--- config.mk ---
export PLATFORM = sky130hd
export DESIGN_NAME = shift_add_mul
export DESIGN_NICKNAME = d
export VERILOG_FILES = /design/src/rtl/mulseq_pkg.sv /design/src/rtl/mul_operand_prep.sv /design/src/rtl/mul_shift_core.sv /design/src/rtl/mul_result_fix.sv /design/src/rtl/shift_add_mul.sv
export SDC_FILE = /design/constraint.sdc
export NUM_CORES = 1
export LEC_CHECK = 0
export BUFFER_PORTS_ARGS = -buffer_cell sky130_fd_sc_hd__buf_2
export CORE_ASPECT_RATIO = 0.5
export CORE_MARGIN = 4
export CORE_UTILIZATION = 39
export DETAILED_ROUTE_END_ITERATION = 8
export PLACE_DENSITY_LB_ADDON = 0.1
export SLEW_MARGIN = 25
export SYNTH_ARGS = -nofsm -noshare
export SYNTH_HDL_FRONTEND = slang
export SYNTH_SLANG_ARGS = --single-unit
--- constraint.sdc ---
create_clock -name clk -period 4 [get_ports clk]
set_input_delay 0.4 -clock clk [delete_from_list [all_inputs] [get_ports clk]]
set_output_delay 0.4 -clock clk [all_outputs]
set_load 0.01 [all_outputs]
--- src/rtl/mulseq_pkg.sv ---
package mulseq_pkg;
    typedef enum logic [1:0] {
        ST_IDLE = 2'd0,
        ST_ITER = 2'd1,
        ST_FIX  = 2'd2
    } ctl_state_t;
endpackage

--- src/rtl/mul_operand_prep.sv ---
module mul_operand_prep #(
    parameter int W = 8
) (
    input  logic [W-1:0] a_in,
    input  logic [W-1:0] b_in,
    input  logic         sgn,
    output logic [W-1:0] mag_a,
    output logic [W-1:0] mag_b,
    output logic         neg_res
);
    logic a_neg;
    logic b_neg;

    always_comb begin
        a_neg   = sgn & a_in[W-1];
        b_neg   = sgn & b_in[W-1];
        // the most negative value maps to 2^(W-1), still representable unsigned
        mag_a   = a_neg ? (~a_in + 1'b1) : a_in;
        mag_b   = b_neg ? (~b_in + 1'b1) : b_in;
        neg_res = a_neg ^ b_neg;
    end
endmodule

--- src/rtl/mul_shift_core.sv ---
module mul_shift_core #(
    parameter int W = 8
) (
    input  logic           clk,
    input  logic           rst_n,
    input  logic           load,
    input  logic           step,
    input  logic [W-1:0]   mcand_in,
    input  logic [W-1:0]   mplr_in,
    output logic [2*W-1:0] acc,
    output logic           last
);
    localparam int CW = $clog2(W + 1);

    logic [W-1:0]  mcand;
    logic [W-1:0]  mplr;
    logic [CW-1:0] cnt;
    logic [W:0]    sum;

    always_comb begin
        // bit 0 of the multiplier acts as the shifted-out carry selecting the add
        sum  = {1'b0, acc[2*W-1:W]} + (mplr[0] ? {1'b0, mcand} : '0);
        last = (cnt == CW'(1));
    end

    always_ff @(posedge clk) begin
        if (!rst_n) begin
            acc   <= '0;
            mcand <= '0;
            mplr  <= '0;
            cnt   <= '0;
        end else if (load) begin
            acc   <= '0;
            mcand <= mcand_in;
            mplr  <= mplr_in;
            cnt   <= CW'(W);
        end else if (step) begin
            mplr <= mplr >> 1;
            // rotate right through carry: adder carry-out enters at the msb
            acc  <= {sum[W], sum[W-1:0], acc[W-1:1]};
            cnt  <= cnt - 1'b1;
        end
    end

    // one iteration per cycle, counter steps down by one
    a_r6_count_step: assert property (@(posedge clk) disable iff (!rst_n)
        (step && cnt > CW'(1)) |=> (cnt == $past(cnt) - 1'b1));

    // without an add the carry into the msb is zero
    a_r2_no_add_carry: assert property (@(posedge clk) disable iff (!rst_n)
        (step && !mplr[0]) |=> !acc[2*W-1]);
endmodule

--- src/rtl/mul_result_fix.sv ---
module mul_result_fix #(
    parameter int W = 8
) (
    input  logic [2*W-1:0] mag_prod,
    input  logic           neg,
    input  logic           sgn,
    output logic [2*W-1:0] result,
    output logic           ovf
);
    logic [W-1:0] hi;
    logic [W-1:0] lo;

    always_comb begin
        result = neg ? (~mag_prod + 1'b1) : mag_prod;
        hi     = result[2*W-1:W];
        lo     = result[W-1:0];
        if (sgn)
            ovf = (hi != {W{lo[W-1]}});
        else
            ovf = (hi != '0);
    end
endmodule

--- src/rtl/shift_add_mul.sv ---
module shift_add_mul
    import mulseq_pkg::*;
#(
    parameter int N = 8
) (
    input  logic         clk,
    input  logic         rst_n,
    input  logic         start,
    input  logic         sgn_mode,
    input  logic [N-1:0] opa,
    input  logic [N-1:0] opb,
    output logic         busy,
    output logic         done,
    output logic [N-1:0] prod_hi,
    output logic [N-1:0] prod_lo,
    output logic         ovf
);
    localparam int PW = 2 * N;

    ctl_state_t    state;
    ctl_state_t    state_nx;
    logic          load;
    logic          step;
    logic          last;
    logic [N-1:0]  mag_a;
    logic [N-1:0]  mag_b;
    logic          neg_in;
    logic          neg_q;
    logic          sgn_q;
    logic [PW-1:0] acc;
    logic [PW-1:0] fixed;
    logic          ovf_nx;

    mul_operand_prep #(.W(N)) u_prep (
        .a_in    (opa),
        .b_in    (opb),
        .sgn     (sgn_mode),
        .mag_a   (mag_a),
        .mag_b   (mag_b),
        .neg_res (neg_in)
    );

    mul_shift_core #(.W(N)) u_core (
        .clk      (clk),
        .rst_n    (rst_n),
        .load     (load),
        .step     (step),
        .mcand_in (mag_a),
        .mplr_in  (mag_b),
        .acc      (acc),
        .last     (last)
    );

    mul_result_fix #(.W(N)) u_fix (
        .mag_prod (acc),
        .neg      (neg_q),
        .sgn      (sgn_q),
        .result   (fixed),
        .ovf      (ovf_nx)
    );

    always_comb begin
        load     = (state == ST_IDLE) && start;
        step     = (state == ST_ITER);
        busy     = (state != ST_IDLE);
        state_nx = state;
        unique case (state)
            ST_IDLE: if (start) state_nx = ST_ITER;
            ST_ITER: if (last)  state_nx = ST_FIX;
            ST_FIX:             state_nx = ST_IDLE;
            default:            state_nx = ST_IDLE;
        endcase
    end

    // state register
    always_ff @(posedge clk) begin
        if (!rst_n) state <= ST_IDLE;
        else        state <= state_nx;
    end

    // registered outputs and captured mode
    always_ff @(posedge clk) begin
        if (!rst_n) begin
            done    <= 1'b0;
            prod_hi <= '0;
            prod_lo <= '0;
            ovf     <= 1'b0;
            neg_q   <= 1'b0;
            sgn_q   <= 1'b0;
        end else begin
            done <= 1'b0;
            if (load) begin
                neg_q <= neg_in;
                sgn_q <= sgn_mode;
            end
            if (state == ST_FIX) begin
                done    <= 1'b1;
                prod_hi <= fixed[PW-1:N];
                prod_lo <= fixed[N-1:0];
                ovf     <= ovf_nx;
            end
        end
    end

    // done is a single-cycle pulse
    a_r6_done_pulse: assert property (@(posedge clk) disable iff (!rst_n)
        done |=> !done);

    // done appears only once the machine is idle again
    a_r6_done_idle: assert property (@(posedge clk) disable iff (!rst_n)
        done |-> !busy);

    // results hold except at the publishing edge
    a_r8_hold: assert property (@(posedge clk) disable iff (!rst_n)
        !done |-> $stable({prod_hi, prod_lo, ovf}));

    // a start during a run does not restart or end it
    a_r7_busy_start: assert property (@(posedge clk) disable iff (!rst_n)
        (busy && start && state == ST_ITER && !last) |=> (state == ST_ITER));
endmodule

# After elaboration in Yosys (flattened, before gate mapping)
# Cells that the tools add are included.
word_totals:
  reg_bits: 58
  inputBits: 20
  output_inout_bits: 19
  elab_cells: 50
classes:
  add_sub_neg: 5
  eq_ne: 6
  muxes: 13
  bitwise: 7
  n_reduce_logical: 7
op_table:
  columns: ["op", "n"]
  rows:
  - ["8-bit 2-to-1 mux", 5]
  - ["16-bit by 1-bit adder with 16-bit output, second input constant", 1]
  - ["8-bit by 1-bit adder with 8-bit output, second input constant", 2]
  - ["16-bit 2-to-1 mux", 1]
  - ["16-bit inverter", 1]
  - ["8-bit inverter", 2]
  - ["8-bit by 9-bit adder with 9-bit output", 1]
  - ["4-bit 2-to-1 mux", 2]
  - ["8-bit inequality test", 1]
  - ["8-bit nonzero test", 1]
  - ["4-bit by 1-bit == test with 1-bit output, second input constant", 1]
  - ["2-bit 2-to-1 mux", 2]
  - ["2-bit case mux with 2 select lines", 1]
  - ["2-bit nonzero test", 2]
  - ["4-bit by 1-bit subtractor with 4-bit output, second input constant", 1]
  - ["1-bit bitwise AND", 2]
  - ["2-bit by 1-bit == test with 1-bit output, second input constant", 1]
  - ["2-bit == test, second input constant", 1]
  - ["2-bit zero test", 1]
  - ["1-bit 2-to-1 mux", 2]
  - ["2-bit by 1-bit inequality test with 1-bit output, second input constant", 1]
  - ["2-bit inequality test, second input constant", 1]
  - ["2-bit AND reduction", 1]
  - ["2-bit OR reduction", 1]
  - ["other kinds (3)", 3]

# Depth between registers and ports, before layout
# Gate-level depths: netlist of the first run.
logic_depth:
  depth_word: 5
  mapped_depth: 9
  ltp_nobuf: 9

# Modules after synthesis
# Synthesis of the first run repeated with hierarchy kept, for this count alone.
hier_totals:
  cells_unflattened: 422
  area_unflattened_um2: 3583.4
modules_own_cells:
  columns: ["mod", "n_inst", "cells_each", "area_per_inst_um2", "seq_area_each_um2"]
  rows:
  - ["mul_shift_core", 1, 196, 1830.5, 720.7]
  - ["shift_add_mul", 1, 95, 838.3, 440.4]
  - ["mul_result_fix", 1, 83, 591.8, 0.0]
  - ["mul_operand_prep", 1, 48, 322.8, 0.0]

# Worst setup path before layout of the first run
# No wires, ideal clock.
synth_path:
  path_kind: "register -> register"
  from: "register u_core.acc[1]"
  to: "register ovf"
  setup_time_ns: 0.122
  arrival_ns: 1.934
  required_time_ns: 3.878
  setup_slack_ns: 1.944
  path_stages_with_launch: 10
  path_buffers: 1
  period_less_slack_ns: 2.056
  cell_sequence: "dfxtp_1 -> inv_1 -> ha_1 -> or3b_1 -> clkbuf_1 -> o41ai_2 -> xor2_1 -> nand4_1 -> nor4b_2 -> a21oi_1"
synth_via:
  elab_chain_cells: 5
  elab_cells_between_ends: 6
  classes_between: "add/sub (1); eq/ne (1); mux (2); bitwise (1); reduce/logical (1)"
synth_rtl:
  columns: ["item", "line", "source"]
  rows:
  - ["start: declaration", "mul_shift_core.sv:10", "output logic [2*W-1:0] acc,"]
  - ["start signal: assignment", "mul_shift_core.sv:40", "acc <= {sum[W], sum[W-1:0], acc[W-1:1]};"]
  - ["16-bit inverter *", "mul_result_fix.sv:14", "result = neg ? (~mag_prod + 1'b1) : mag_prod;"]
  - ["16-bit by 1-bit adder with 16-bit output *", "mul_result_fix.sv:14", null]
  - ["16-bit 2-to-1 mux *", "mul_result_fix.sv:14", null]
  - ["8-bit inequality test or 8-bit nonzero test (tied branches)", "mul_result_fix.sv:18, mul_result_fix.sv:20", null]
  - ["1-bit 2-to-1 mux *", "mul_result_fix.sv:17", "if (sgn)"]
  - ["end signal: assignment", "shift_add_mul.sv:100", "ovf <= ovf_nx;"]
  - ["end: declaration", "shift_add_mul.sv:16", "output logic ovf"]
# Every way passes the cells marked *; elsewhere a longest branch is shown, timed or not.
# A chain may end at the register's enable or synchronous reset.

# Worst setup path in the final report of the first run
layout_path:
  from: "register u_core.acc[7]"
  to: "register ovf"
layout_via:
  elab_chain_cells: 5
  elab_cells_between_ends: 6
  classes_between: "add/sub (1); eq/ne (1); mux (2); bitwise (1); reduce/logical (1)"
layout_rtl:
  columns: ["item", "line"]
  rows:
  - ["16-bit inverter", "mul_result_fix.sv:14"]
  - ["16-bit by 1-bit adder with 16-bit output", "mul_result_fix.sv:14"]
  - ["16-bit 2-to-1 mux *", "mul_result_fix.sv:14"]
  - ["8-bit inequality test or 8-bit nonzero test (tied branches)", "mul_result_fix.sv:18, mul_result_fix.sv:20"]
  - ["1-bit 2-to-1 mux *", "mul_result_fix.sv:17"]
# Marks and branches as above.

==> results of run 1 <==
[placed cells by master (no fill, tap or decap), drive strengths merged, types with 5 or more instances in the layout]
cell type	count
nor4	5
nand3	12
xor2	19
and2	10
inv	13
ha	13
xnor2	12
mux2i	5
a21oi	30
o31ai	7
nor3	12
nand2	60
a311oi	9
or3	5
buf	42
clkbuf	11
o21ai	13
a211oi	17
nor2	44
dfxtp	58
[cell families after synthesis]
family	count (synthesis)	synth area share, %
buffers and inverters	40	4.64
muxes	5	1.54
DFF	58	35.6
adders and majority gates	14	5.60
AOI/OAI and AO/OA	97	20.7
xor gates and xnor gates	31	8.33
and+or+nand+nor	165	23.5
[worst max path at each step]
| stage | start | to | slack [ns] | cells after the start |
|---|---|---|---|---|
| CTS | u_core.acc[7] | ovf | 1.68 | 6 |
| finish | u_core.acc[7] | ovf | 1.69 | 6 |
| global route | u_core.acc[7] | ovf | 1.55 | 6 |
| global placement | u_core.acc[7] | ovf | 1.73 | 6 |
| floorplan | u_core.acc[1] | ovf | 1.94 | 9 |
| detailed placement | u_core.acc[7] | ovf | 1.69 | 6 |
[worst min-delay path: stages]
cell and delay (ns):
buf_2 0.13, nand3_1 0.07, a21oi_1 0.05
[layout make-up]
class | count | area, sq um | share of cell area (%)
well taps | 112 | 140 | 3.66
inverters | 14 | 52.6 | 1.37
repair buffers | 42 | 220 | 5.75
clock buffers | 11 | 253 | 6.60
flip-flops and latches | 58 | 1160 | 30.3
clock inverters | 5 | 52.6 | 1.37
multi-input cells | 312 | 1950 | 50.9
[routing by layer]
metal | up-vias | GRT usage [%] | wire (microns)
li1 | 1497 | - | -
met2 | 94 | 23.1 | 3060
met4 | 0 | 5.31 | 63
met1 | 1313 | 23.5 | 3960
met5 | - | 0 | 0
met3 | 8 | 4.89 | 522
[power by group]
part           internal, W  switching (W)
clock             0.000512       0.000262
sequential        0.000601      0.0000164
combinational    0.0000572      0.0000968
total              0.00117       0.000375
[flip-flops by register name, indices dropped and copies added, names as in the netlist]
signal,cells
u_core.acc,16
prod_hi,8
prod_lo,8
u_core.mcand,8
u_core.mplr,8
u_core.cnt,4
state,2
done,1
neg_q,1
ovf,1
sgn_q,1
[per-stage QoR]
step	instance area (sq um)	util [%]	power (W)	worst slack [ns]
detailed placement	3530	43.8	0.000784	1.69
floorplan	3260	-	0.000737	1.94
CTS	3830	47.5	0.00156	1.68
finish	3830	47.5	0.00155	1.69
global placement	3520	43.7	0.000780	1.73
global route	3830	47.5	0.00161	1.55
==> summary.md, run 1 <==
| Metric | Value |
|---|---|
| Outcome | `completed` |
| Inst Count DP | `538` |
| First-pass GRT wire length | `12.9 mm` |
| Routed WL | `7.61 mm` |
| DP Wirelength | `5.54 mm` |
| Leading area contributor after synthesis | `dfxtp_1` |
| Remaining DRCs | `0` |
| Starting Density | `40.5%` |
| Register clock-pin slew on the reported worst setup and hold paths | `0.05 ns` |
| Num rows | `23` |
| VDD IR max | `239 uV` |
| Post-route insts no fill | `554` |
| WHS Path Cells | `3` |
| Fmax | `0.433 GHz` |
| Routed vias/inst | `5.26` |
| CP delay by family, top | `simple AND/OR/NAND/NOR gates` |
| Max FO, Critical Path | `15` |
| Hold/Removal Path Class | `in -> reg` |
| Initial drt markers | `163` |
| Post-route clock period utilization | `57.8%` |
| P per Cell Area | `403 nW/um^2` |
| Setup_tns | `0 ns` |
| WS Path Type | `reg -> reg` |
| Final nets | `471` |
| Post-synth EDFFs | `0` |
| Initial antenna violation count | `0` |
| Worst R2R Path Depth | `6` |
| PostCTS Resize Cnt | `0` |
| Fill count | `828` |
| Synth Net Count | `444` |
| Synth-to-layout area growth | `17.5%` |
| Pre-antenna DRT Iters | `4` |
| Setup repair bufs after CTS | `0` |
| Hold Path Origin | `opb[7]` |
| Worst r2r src | `u_core.acc[7]` |
| Antenna Cells | `0` |
| R2R setup slack | `1.69 ns` |
| Share of layout cells above drive strength 1 | `15.4%` |
| Max incr delay on CP | `0.64 ns` |
| Hold WS | `0.369 ns` |
| Clock Latency Late Sink | `0.33 ns` |
| Root buffer cell | `clkbuf_16` |
| Vias in the first global route | `2,673` |
| Critical Path RT | `4.21 ns` |
| CP bufs+invs | `0` |
| Worst Tran Pin Value | `1.02 ns` |
| Buffers on Ports | `38` |
| Post-synth ARST share | `0%` |
| Max Slew Vio Count | `0` |
| Num CTS Buffers | `9` |
| Core ar. | `8060 sq um` |
| Io pins | `39` |
| Synth Flop Type | `dfxtp_1` |
| Wirelength per Cell | `13.7 microns` |
| Mean Syn Cell Area | `7.95 sq um` |
| Unique masters post-synth | `50` |
| Total clock sinks | `58` |
| Rel. slew slack | `31.9%` |
| Most frequent cell after synthesis | `nand2_1` |
| Die Wd | `137 microns` |
| Post-synthesis cell area | `3260 sq um` |
| Synth cell count leaders | `nand2_1 (60), dfxtp_1 (58), nor2_1 (44), a21oi_1 (30), clkbuf_1 (22)` |
| Synth top area share | `35.6%` |
| Die ar. | `9970 sq um` |
| Clock tree buffer depth | `2` |
| H-tree depth | `3` |
| Worst Hold Path EP | `u_core.mplr[7]` |
| Vias | `2,912` |
| Worst Skew | `0.00308 ns` |
| # hold bufs at CTS | `0` |
| Final Wtd Congestion | `0.869` |
| Critical Path Start Type | `flop` |
| CP arrival | `2.52 ns` |
| Leakage | `1.57 nW` |
| Worst setup EP type | `flop` |
| Setup violators final | `0` |
| Final worst path period need | `2.31 ns` |
| Fin. Hold Viols | `0` |
| GRT overflow | `0` |
| Slowest-stage cell, CP | `or4_4` |
| Register area share after synthesis | `35.6%` |
| TritonCTS clock tree | `done` |
| Cell count after synthesis | `410` |
| Worst-path cell chain | `or4_4 -> o41ai_2 -> xor2_1 -> nand4_1 -> nor4b_2 -> a21oi_1` |
| Pin count of the biggest net entering global routing | `35` |
| Final ANT Viol Nets | `0` |
| Reg-to-Reg End | `ovf` |
| Synth area leaders | `dfxtp_1 (36%), nand2_1 (6.9%), xor2_1 (5.1%)` |
| Max Cap Violations | `0` |
| YS warnings | `0` |
| Die H | `72.6 microns` |
| GRT Overall Usage | `16.2%` |
| Yosys reg bits | `58` |
| RSZ-0062 raised after global routing | `no` |
Power figures use the tool's default switching activity.
==> run 2, diff against run 1 <==
==> constraint.sdc (replaced) <==
create_clock -name clk -period 2.2 [get_ports clk]
set_input_delay 0.22 -clock clk [delete_from_list [all_inputs] [get_ports clk]]
set_output_delay 0.22 -clock clk [all_outputs]
set_load 0.01 [all_outputs]
==> summary.md, run 2 (synthesis results as in run 1) <==
| Metric | Value |
|---|---|
| Leakage | `1.72 nW (+9.0%)` |
| Metal-1 WL | `4.13 mm (+4.3%)` |
| Vias | `2,976 (+2.2%)` |
| Share of layout cells above drive strength 1 | `21.1% (+5.7 points)` |
| Worst Hold Path EP | `u_core.mcand[0]` |
| Clock network fraction of design power | `52.1% (+2.1 points)` |
| DR WL met2 | `3.24 mm (+5.9%)` |
| Hold WS | `0.183 ns (-0.186 ns)` |
| TritonCTS clock tree | `done` |
| Commonest non-fill, non-tap cell in the layout | `nand2_1` |
| Worst Tran Pin Value | `0.603 ns (-0.418 ns)` |
| RSZ-0062 raised after global routing | `yes` |
| Final nets | `498 (+5.7%)` |
| Register clock-pin slew on the reported worst setup and hold paths | `0.05 ns (about the same)` |
| Placement Setup Slack | `-0.0185 ns (-1.71 ns)` |
| Pwr Total | `0.00298 W (+93%)` |
| First-pass GRT wire length | `13.6 mm (+5.5%)` |
| Worst R2R Path Depth | `6 (unchanged)` |
| Rel. slew slack | `59.8% (+28 points)` |
| Clock Latency Late Sink | `0.33 ns (about the same)` |
| Critical Path Start Type | `flop` |
| Routed vias/inst | `5.12 (-2.6%)` |
| Die H | `72.6 microns (unchanged)` |
| Post-route insts no fill | `581 (+4.9%)` |
| Final worst path period need | `2.15 ns (-0.166 ns)` |
| Die Wd | `137 microns (unchanged)` |
| Starting Density | `40.5% (unchanged)` |
| H-tree depth | `3 (unchanged)` |
| Final ANT Viol Nets | `0 (unchanged)` |
| Hold Path Origin | `opa[0]` |
| VDD IR max | `475 uV (+98%)` |
| Buffers on Ports | `38 (unchanged)` |
| Sequential share of power | `37.6% (-2.4 points)` |
| Num CTS Buffers | `9 (unchanged)` |
| Hold/Removal Path Class | `in -> reg` |
| Met3 wire len | `501 microns (-4.0%)` |
| Reg-to-Reg End | `ovf` |
| P per Cell Area | `726 nW/um^2 (+80%)` |
| Die ar. | `9970 sq um (unchanged)` |
| Clock tree buffer depth | `2 (unchanged)` |
| GRT overflow | `0 (unchanged)` |
| DP Wirelength | `6.01 mm (+8.5%)` |
| Root buffer cell | `clkbuf_16` |
| GRT Overall Usage | `17.2% (+0.91 points)` |
| Fin. Hold Viols | `0 (unchanged)` |
| Total clock sinks | `58 (unchanged)` |
| NetSw | `0.000685 W (+83%)` |
| Final worst setup slack | `0.0550 ns (-1.63 ns)` |
| Antenna Cells | `0 (unchanged)` |
| Final Wtd Congestion | `0.874 (+0.49%)` |
| Int Pwr | `0.00229 W (+96%)` |
| Initial antenna violation count | `0 (unchanged)` |
| Routed WL | `8.01 mm (+5.3%)` |
| Worst setup EP type | `flop` |
| Inst Count DP | `561 (+4.3%)` |
| Setup_tns | `0 ns (unchanged)` |
| Critical Path RT | `2.41 ns (-1.80 ns)` |
| Synth-to-layout area growth | `25.9%` |
| Initial drt markers | `138 (-15%)` |
| Pre-antenna DRT Iters | `5 (+1)` |
| WHS Path Cells | `3 (unchanged)` |
| Fmax | `0.466 GHz (+7.8%)` |
| Worst r2r src | `u_core.acc[0]` |
| Max Cap Violations | `0 (unchanged)` |
| CP arrival | `2.36 ns (-0.16 ns)` |
| Most frequent cells in the layout | `nand2_1 (60), dfxtp_1 (57), nor2_1 (44)` |
| Vias in the first global route | `2,933 (+9.7%)` |
| Pin count of the biggest net entering global routing | `33 (-5.7%)` |
| R2R setup slack | `0.05 ns (-1.63 ns)` |
| WS Path Type | `reg -> reg` |
| Setup violators final | `0 (unchanged)` |
| Wirelength per Cell | `13.8 microns (+0.44%)` |
| Reg with most FFs | `u_core.acc` |
| Remaining DRCs | `0 (unchanged)` |
| Worst Skew | `0.00663 ns (+0.00355 ns)` |
| Post-route clock period utilization | `97.5% (+40 points)` |
| Combinational power share | `10.3% (+0.3 points)` |
| # hold bufs at CTS | `0 (unchanged)` |
| Max reg flops | `16 (unchanged)` |
| Core ar. | `8060 sq um (unchanged)` |
| Max FO, Critical Path | `6 (-9)` |
| Outcome | `completed` |
| Switching Share | `23.0% (-1.3 points)` |
| Io pins | `39 (unchanged)` |
| Top sig layer | `met4` |
| Max Slew Vio Count | `0 (unchanged)` |
| Num rows | `23 (unchanged)` |
run 2: cell count changes in the layout (fill, tap and decap cells not counted), sizes merged:
cell,before,now
clkinv,4,2
clkbuf,11,12
bufinv,1,2
buf,42,69
run 2: repair_timing:
action,in CTS,in global routing
gates cloned,0,0
setup buffers,1,3
setup endpoints to repair,1,3
gates resized for setup,1,6
pin swaps,1,4
run 2: per-stage QoR:
stage / cell area [sq um] / utilization, %
after detailed placement: 3700 / 45.9
after floorplan: 3260 / -
after global placement: 3700 / 45.9
after CTS: 4050 / 50.2
final: 4100 / 50.9
after global routing: 4100 / 50.9
run 2: worst max-delay path by stage:
stage	cells past startpoint	from	to
6_report	6	u_core.acc[0]	ovf
5_1_grt	6	u_core.acc[7]	ovf
2_1_floorplan	9	u_core.acc[1]	ovf
3_5_place_dp	6	u_core.acc[1]	ovf
3_3_place_gp	6	u_core.acc[1]	ovf
4_1_cts	8	u_core.acc[1]	ovf
run 2: layer usage:
metal / GRT usage, % / up-vias
li1: - / 1549
met1: 23.3 / 1337
met2: 25.9 / 77
met3: 5.23 / 13
met4: 6.19 / 0
met5: 0 / -
run 2: final cells by class:
class                      instances  area [sq um]
clock buffer                      12           267
clock inverter                     4          72.6
fill                             801          3960
inverter                          14          52.6
multi-input combinational        312          1990
sequential                        58          1160
tap                              112           140
timing repair buffer              69           423
run 2: critical path, cell delays in order (launching register included):
cell     delay [ns]
dfxtp_1        0.33
or4_4          0.61
o41ai_2        0.34
xor2_1         0.24
nand4_1        0.15
nor4b_2        0.27
a21oi_1        0.09
run 2: power by group through the flow:
stage                     registers [W]  logic (W)  clock network (W)
after floorplan                 0.00114   0.000203                  0
after CTS                       0.00112   0.000303            0.00158
after global routing            0.00113   0.000345            0.00163
final                           0.00112   0.000306            0.00155
after detailed placement        0.00114   0.000302                  0
after global placement          0.00114   0.000295                  0
